<file path="config.mk">
export PLATFORM = sky130hd
export DESIGN_NAME = alarm_clock_core
export DESIGN_NICKNAME = d
export VERILOG_FILES = /design/src/rtl/acc_pkg.sv /design/src/rtl/acc_edge_detect.sv /design/src/rtl/acc_divider.sv /design/src/rtl/acc_time_keeper.sv /design/src/rtl/acc_entry_ctrl.sv /design/src/rtl/alarm_clock_core.sv
export SDC_FILE = /design/constraint.sdc
export NUM_CORES = 1
export LEC_CHECK = 0
export CAP_MARGIN = 40
export CORE_AREA = 2 2 150 152
export CTS_CLUSTER_SIZE = 24
export DETAILED_ROUTE_END_ITERATION = 10
export DIE_AREA = 0 0 152 154
export DONT_BUFFER_PORTS = 1
export PLACE_DENSITY = 0.44
export SYNTH_ARGS = -nofsm -noshare
export SYNTH_HDL_FRONTEND = slang
export SYNTH_SLANG_ARGS = --single-unit
</file>
<file path="constraint.sdc">
create_clock -name clk -period 4.6 [get_ports clk]
set_input_delay 0.69 -clock clk [delete_from_list [all_inputs] [get_ports clk]]
set_output_delay 0.69 -clock clk [all_outputs]
set_load 0.01 [all_outputs]
</file>
<file path="src/rtl/acc_pkg.sv">
package acc_pkg;

  localparam int DIGIT_W  = 4;
  localparam int NDIGITS  = 4;
  localparam int TIME_W   = DIGIT_W * NDIGITS;
  localparam int NBUTTONS = 4;

  localparam logic [DIGIT_W-1:0] HR_T_LAST = 4'd2;
  localparam logic [DIGIT_W-1:0] HR_U_LAST = 4'd3;
  localparam logic [DIGIT_W-1:0] MN_T_LAST = 4'd5;
  localparam logic [DIGIT_W-1:0] U_LAST    = 4'd9;

  // Button index into the pressed-pulse vector
  localparam int BI_FIELD = 0;
  localparam int BI_INC   = 1;
  localparam int BI_TIME  = 2;
  localparam int BI_ALARM = 3;

  typedef struct packed {
    logic [DIGIT_W-1:0] hr_t;
    logic [DIGIT_W-1:0] hr_u;
    logic [DIGIT_W-1:0] mn_t;
    logic [DIGIT_W-1:0] mn_u;
  } hhmm_t;

  localparam hhmm_t HHMM_ZERO = '0;

  function automatic hhmm_t bump_hour(hhmm_t t);
    hhmm_t r;
    r = t;
    if (t.hr_t == HR_T_LAST && t.hr_u == HR_U_LAST) begin
      r.hr_t = '0;
      r.hr_u = '0;
    end else if (t.hr_u == U_LAST) begin
      r.hr_t = t.hr_t + 4'd1;
      r.hr_u = '0;
    end else begin
      r.hr_u = t.hr_u + 4'd1;
    end
    return r;
  endfunction

  function automatic hhmm_t bump_min(hhmm_t t);
    hhmm_t r;
    r = t;
    if (t.mn_u == U_LAST) begin
      r.mn_u = '0;
      if (t.mn_t == MN_T_LAST) r.mn_t = '0;
      else                     r.mn_t = t.mn_t + 4'd1;
    end else begin
      r.mn_u = t.mn_u + 4'd1;
    end
    return r;
  endfunction

  function automatic logic min_at_end(hhmm_t t);
    return (t.mn_t == MN_T_LAST) && (t.mn_u == U_LAST);
  endfunction

  function automatic hhmm_t tick_once(hhmm_t t);
    hhmm_t r;
    r = bump_min(t);
    if (min_at_end(t)) r = bump_hour(r);
    return r;
  endfunction

endpackage

</file>
<file path="src/rtl/acc_edge_detect.sv">
module acc_edge_detect #(
  parameter int W = 4
) (
  input  logic         clk,
  input  logic         rst_n,
  input  logic [W-1:0] lvl,
  output logic [W-1:0] pulse
);

  logic [W-1:0] prev_q;
  logic [W-1:0] prev_d;

  always_comb begin
    prev_d = lvl;
  end

  always_ff @(posedge clk or negedge rst_n) begin
    if (!rst_n) prev_q <= '0;
    else        prev_q <= prev_d;
  end

  assign pulse = lvl & ~prev_q;

endmodule

</file>
<file path="src/rtl/acc_divider.sv">
module acc_divider #(
  parameter int HALF = 2
) (
  input  logic clk,
  input  logic rst_n,
  output logic wave
);

  localparam int CW = (HALF > 1) ? $clog2(HALF) : 1;
  localparam logic [CW-1:0] LAST = CW'(HALF - 1);

  logic [CW-1:0] cnt_q, cnt_d;
  logic          wave_q, wave_d;

  always_comb begin
    cnt_d  = cnt_q;
    wave_d = wave_q;
    if (cnt_q == LAST) begin
      cnt_d  = '0;
      wave_d = ~wave_q;
    end else begin
      cnt_d = cnt_q + 1'b1;
    end
  end

  always_ff @(posedge clk or negedge rst_n) begin
    if (!rst_n) begin
      cnt_q  <= '0;
      wave_q <= 1'b0;
    end else begin
      cnt_q  <= cnt_d;
      wave_q <= wave_d;
    end
  end

  assign wave = wave_q;

endmodule

</file>
<file path="src/rtl/acc_time_keeper.sv">
module acc_time_keeper
  import acc_pkg::*;
(
  input  logic  clk,
  input  logic  rst_n,
  input  logic  clr,
  input  logic  load,
  input  hhmm_t load_val,
  input  logic  tick,
  output hhmm_t run
);

  hhmm_t run_q, run_d;
  logic  run_en;

  always_comb begin
    run_d  = run_q;
    run_en = 1'b0;
    if (clr) begin
      run_d  = HHMM_ZERO;
      run_en = 1'b1;
    end else if (load) begin
      run_d  = load_val;
      run_en = 1'b1;
    end else if (tick) begin
      run_d  = tick_once(run_q);
      run_en = 1'b1;
    end
  end

  always_ff @(posedge clk or negedge rst_n) begin
    if (!rst_n)      run_q <= HHMM_ZERO;
    else if (run_en) run_q <= run_d;
  end

  assign run = run_q;

endmodule

</file>
<file path="src/rtl/acc_entry_ctrl.sv">
module acc_entry_ctrl
  import acc_pkg::*;
(
  input  logic  clk,
  input  logic  rst_n,
  input  logic  clr,
  input  logic  field_p,
  input  logic  inc_p,
  input  logic  time_p,
  input  logic  alarm_p,
  output hhmm_t entry,
  output hhmm_t alarm,
  output logic  editing,
  output logic  show_alarm,
  output logic  load_time
);

  hhmm_t ent_q, ent_d;
  hhmm_t alm_q, alm_d;
  logic  edit_q, edit_d;
  logic  show_q, show_d;
  logic  fld_q, fld_d;     // 0: hours, 1: minutes
  logic  ent_en, alm_en;

  always_comb begin
    ent_d     = ent_q;
    alm_d     = alm_q;
    edit_d    = edit_q;
    show_d    = show_q;
    fld_d     = fld_q;
    ent_en    = 1'b0;
    alm_en    = 1'b0;
    load_time = 1'b0;
    if (clr) begin
      ent_d  = HHMM_ZERO;
      alm_d  = HHMM_ZERO;
      ent_en = 1'b1;
      alm_en = 1'b1;
      edit_d = 1'b0;
      show_d = 1'b0;
      fld_d  = 1'b0;
    end else if (time_p) begin
      if (edit_q) begin
        load_time = 1'b1;
        edit_d    = 1'b0;
      end
    end else if (alarm_p) begin
      if (edit_q) begin
        alm_d  = ent_q;
        alm_en = 1'b1;
        edit_d = 1'b0;
        show_d = 1'b0;
      end else begin
        show_d = ~show_q;
      end
    end else if (field_p) begin
      fld_d  = ~fld_q;
      edit_d = 1'b1;
    end else if (inc_p) begin
      edit_d = 1'b1;
      ent_en = 1'b1;
      if (fld_q) ent_d = bump_min(ent_q);
      else       ent_d = bump_hour(ent_q);
    end
  end

  always_ff @(posedge clk or negedge rst_n) begin
    if (!rst_n) begin
      edit_q <= 1'b0;
      show_q <= 1'b0;
      fld_q  <= 1'b0;
    end else begin
      edit_q <= edit_d;
      show_q <= show_d;
      fld_q  <= fld_d;
    end
  end

  always_ff @(posedge clk or negedge rst_n) begin
    if (!rst_n)      ent_q <= HHMM_ZERO;
    else if (ent_en) ent_q <= ent_d;
  end

  always_ff @(posedge clk or negedge rst_n) begin
    if (!rst_n)      alm_q <= HHMM_ZERO;
    else if (alm_en) alm_q <= alm_d;
  end

  assign entry      = ent_q;
  assign alarm      = alm_q;
  assign editing    = edit_q;
  assign show_alarm = show_q;

endmodule

</file>
<file path="src/rtl/alarm_clock_core.sv">
module alarm_clock_core
  import acc_pkg::*;
#(
  parameter int CLK_HZ    = 50_000_000,
  parameter int TONE_HALF = 25_000
) (
  input  logic              clk,
  input  logic              rst_n,
  input  logic              clr,
  input  logic              min_tick,
  input  logic              btn_field,
  input  logic              btn_inc,
  input  logic              btn_time,
  input  logic              btn_alarm,
  output logic [TIME_W-1:0] disp_digits,
  output logic              alarm_match,
  output logic              speaker,
  output logic              sec_led
);

  localparam int SEC_HALF = (CLK_HZ / 2 > 0) ? CLK_HZ / 2 : 1;

  logic [NBUTTONS-1:0] btn_lvl;
  logic [NBUTTONS-1:0] press_p;
  hhmm_t               run_q, ent_q, alm_q, shown;
  logic                edit_q, show_q, load_time;
  logic                tone;
  logic [NDIGITS-1:0]  digit_eq;

  always_comb begin
    btn_lvl           = '0;
    btn_lvl[BI_FIELD] = btn_field;
    btn_lvl[BI_INC]   = btn_inc;
    btn_lvl[BI_TIME]  = btn_time;
    btn_lvl[BI_ALARM] = btn_alarm;
  end

  acc_edge_detect #(.W(NBUTTONS)) u_edges (
    .clk   (clk),
    .rst_n (rst_n),
    .lvl   (btn_lvl),
    .pulse (press_p)
  );

  acc_entry_ctrl u_ctrl (
    .clk        (clk),
    .rst_n      (rst_n),
    .clr        (clr),
    .field_p    (press_p[BI_FIELD]),
    .inc_p      (press_p[BI_INC]),
    .time_p     (press_p[BI_TIME]),
    .alarm_p    (press_p[BI_ALARM]),
    .entry      (ent_q),
    .alarm      (alm_q),
    .editing    (edit_q),
    .show_alarm (show_q),
    .load_time  (load_time)
  );

  acc_time_keeper u_clock (
    .clk      (clk),
    .rst_n    (rst_n),
    .clr      (clr),
    .load     (load_time),
    .load_val (ent_q),
    .tick     (min_tick),
    .run      (run_q)
  );

  acc_divider #(.HALF(SEC_HALF)) u_sec (
    .clk   (clk),
    .rst_n (rst_n),
    .wave  (sec_led)
  );

  acc_divider #(.HALF(TONE_HALF)) u_tone (
    .clk   (clk),
    .rst_n (rst_n),
    .wave  (tone)
  );

  // Per-digit comparison of alarm against running time
  for (genvar gi = 0; gi < NDIGITS; gi++) begin : g_cmp
    assign digit_eq[gi] =
      (alm_q[gi*DIGIT_W +: DIGIT_W] == run_q[gi*DIGIT_W +: DIGIT_W]);
  end

  always_comb begin
    if (edit_q)      shown = ent_q;
    else if (show_q) shown = alm_q;
    else             shown = run_q;
  end

  assign disp_digits = shown;
  assign alarm_match = &digit_eq;
  assign speaker     = alarm_match & tone;

endmodule

</file>
==> flow_metrics.py <==
metrics = {
    "floorplan": {
        "die_y_um": 154,
        "core_um2": 21700,
        "initial_core_util_pct": 24.9,
        "die-width_um": 152,
        "ios": 27,
        "num_rows": 54,
        "fp.dieArea_um2": 23400,
    },
    "detailed_routing": {
        "drt-initial-drc-count": 159,
        "routed_via_density": 4.75,
        "ant_nets": 0,
        "wirelength_mm": 12.7,
        "dr.pass1.iters": 4,
        "wl_per_cell_um": 15.3,
        "routed-via-count": 3948,
        "drc_errors": 0,
        "highest_layer": "met4",
        "met3_wirelength_um": 550,
        "drt-met1-wl_mm": 6.37,
        "met2_length_mm": 5.52,
    },
    "global_routing": {
        "grt_pass1_vias": 3905,
        "gr-usage-all-layers_pct": 11.2,
        "grt.overflow.total": 0,
        "antenna_found_initial": 0,
        "grt_pass1_wl_mm": 21.2,
        "grt_max_degree": 98,
    },
    "power_and_ir_drop": {
        "irDropWorstVdd_mv": 0.131,
        "leakagePower_uw": 0.00243,
        "seqPwrFrac_pct": 50.1,
        "pwr-share-clk_pct": 43.9,
        "switching_share_pct": 24.6,
        "switchingPower_uw": 442,
        "power_density_nw_per_um2": 299,
        "intPower_uw": 1350,
        "combinationalPowerShare_pct": 6.0,
    },
    "timing": {
        "fin_setup_tns_ps": 0,
        "rsz0062_at_grt": "false",
        "finalClockSkew_ps": 14.3,
        "post-route-period-util_pct": 64.6,
        "timing.final.crit_period_ps": 2970,
        "relSlewSlack_pct": 47.6,
        "setup_viol": 0,
        "max_freq_mhz": 336,
        "drv_slew": 0,
        "hold_violations": 0,
        "worstMarginPinSlew_ps": 779,
    },
    "synth": {
        "synth_fp_nets": 580,
        "synthAdderAreaFrac_pct": 3.25,
        "synthArstFlopShare_pct": 100,
        "synth_area_leaders": "dfrtp_1, mux2i_1, xnor2_1, xor2_1, nor2_1",
        "yosys.area_share.simple_pct": 21.4,
        "synth_top_family_by_area": "simple AND/OR/NAND/NOR gates",
        "yosysTopAreaCell": "dfrtp_1",
        "synth-seq-area-share_pct": 45.0,
        "avgSynthCellArea_um2": 9.67,
        "synth_edf_count": 0,
        "synth_top_area_share_pct": 45.0,
        "synth_compound_area_share_pct": 11.7,
        "yosys_most_used_dff": "dfrtp_1",
        "synthMuxAreaShare_pct": 6.52,
        "yosys_warnings": 0,
        "ys_types": 62,
        "synth_xor_xnor_area_share_pct": 8.60,
        "synth_area_um2": 5400,
        "synth_seq_cells": 97,
        "postSynthCellCount": 558,
    },
    "setup_path": {
        "cp_num_buf_inv": 0,
        "worstSetupPathType": "reg -> out",
        "crit_required_ps": 3910,
        "cp-end-kind": "primary output",
        "r2r-start": "u_sec.cnt_q[0]",
        "cpPeakStageDelay_ps": 730,
        "startpoint_type": "register",
        "crit_cells": 4,
        "crit_chain": "xnor2_1 -> nand4_1 -> nor4_1 -> and2_1",
        "cpMaxStageDelayCell": "nor4_1",
        "r2r_slack_ps": 2320,
        "worstSetupStartpoint": "u_clock.run[2]",
        "worst-path-max-fanout": 7,
        "crit_arrival_ps": 2280,
        "cpLargestDelayFamily": "simple AND/OR/NAND/NOR gates",
        "ff2ff_path_depth": 7,
    },
    "cts": {
        "clk_pin_slew_ps": 80,
        "cts_resized": 0,
        "cts.path.max_buffers": 2,
        "cts_max_level": 3,
        "numCtsBuffers": 9,
        "clock-sinks": 97,
        "clkLatencyLatePin_ps": 360,
        "postCtsSetupBuffers": 0,
        "cts_tree": "done",
        "cts_hold_buf": 0,
        "cts-root-buf": "clkbuf_16",
    },
    "placed_design": {
        "portBuffers": 0,
        "gp_congestion": 0.783,
        "dp_hpwl_mm": 8.89,
        "placed_cell_area_um2": 5700,
    },
    "run_status": {
        "status": "completed",
    },
    "cells_and_area": {
        "fin_area_um2": 6010,
        "layout.nets": 568,
        "drive_gt1_share_pct": 5.81,
        "final_common_cell": "dfrtp_1",
        "syn_to_final_growth_pct": 11.4,
        "final_cell_mix": "dfrtp_1, nor2_1, nand2_1, o21ai_0, mux2i_1",
        "insertedDiodeCount": 0,
        "fin_util_pct": 27.7,
    },
    "flow_run": {
        "cap_viol_max_count": 0,
    },
    "hold_path": {
        "hp-class": "in -> async",
    },
}
==> cells in the mapped netlist, drive strengths merged (3+ instances only) <==
cell type  instances
dfrtp             97
nor2              53
nand2             50
o21ai             38
mux2i             34
xnor2             30
nand3             25
xor2              23
clkbuf            17
inv               16
ha                14
a21oi             12
buf               12
nand4             12
a211oi            10
and3              10
nand2b            10
nor2b              9
nor3               8
nor4               6
a31oi              5
o31ai              5
a311oi             4
nor3b              4
or3                4
or4                4
a22o               3
and2               3
and3b              3
and4               3
==> logic make-up (layout without fill, tap and decap cells) <==
| group | after synthesis | count (layout) |
|---|---|---|
| xor gates and xnor gates | 53 | 53 |
| AOI/OAI and AO/OA | 97 | 97 |
| DFF | 97 | 97 |
| buffers and inverters | 45 | 38 |
| adders and majority gates | 14 | 14 |
| and+or+nand+nor | 217 | 217 |
| muxes | 35 | 35 |
==> final timing paths <==
| kind | to |
|---|---|
| setup / recovery | speaker |
| hold reg to reg | u_tone.cnt_q[0] |
| min in group clk | u_edges.prev_q[3] |
| hold / removal | u_ctrl.alarm[12] |
| max in group asynchronous | u_sec.cnt_q[1] |
| setup reg to reg | u_sec.cnt_q[13] |
==> registers in the layout, indices dropped and copies added, names as in the netlist <==
name / flops
u_edges.prev_q: 4
u_sec.wave: 1
u_tone.wave: 1
u_tone.cnt_q: 15
u_ctrl.fld_q: 1
u_clock.run: 16
u_ctrl.show_alarm: 1
u_ctrl.editing: 1
u_sec.cnt_q: 25
u_ctrl.entry: 16
u_ctrl.alarm: 16
==> worst register-to-register path: stages, from the launching register on <==
cell and delay (ps):
dfrtp_1 390, ha_1 190, and3_1 400, nand4_1 170
nor3_2 450, buf_4 280, o21ai_0 100, a22o_1 190
==> metrics by stage <==
step                      setup WS [ps]  hold WS [ps]  cells  power [uW]
after floorplan                    2410           394    558         995
after global placement             1720           403    811        1020
after detailed placement           1920           403    815        1030
after CTS                          1510          16.2    831        1820
after global routing               1450          12.4    831        1870
final                              1630          32.5    831        1800
==> power by group through the flow <==
stage	logic, uW	clock network (uW)	registers [uW]
3_3_place_gp	97.8	0	921
4_1_cts	110	814	900
6_report	107	788	901
5_1_grt	120	849	904
3_5_place_dp	109	0	917
2_1_floorplan	94.9	0	900
==> layout make-up <==
type,count,area (um2)
flip-flops and latches,97,2430
clock buffers,11,243
inverters,16,60.1
clock inverters,5,62.6
fillers,2260,15700
multi-input cells,416,2790
well taps,280,350
repair buffers,6,80.1
==> per-layer routing <==
layer	track usage, %	up-vias
met5	0	-
met1	15.9	1928
met2	16.3	50
li1	-	1955
met3	2.71	15
met4	4.63	0
No activity file was read; power rests on OpenSTA's default activity.
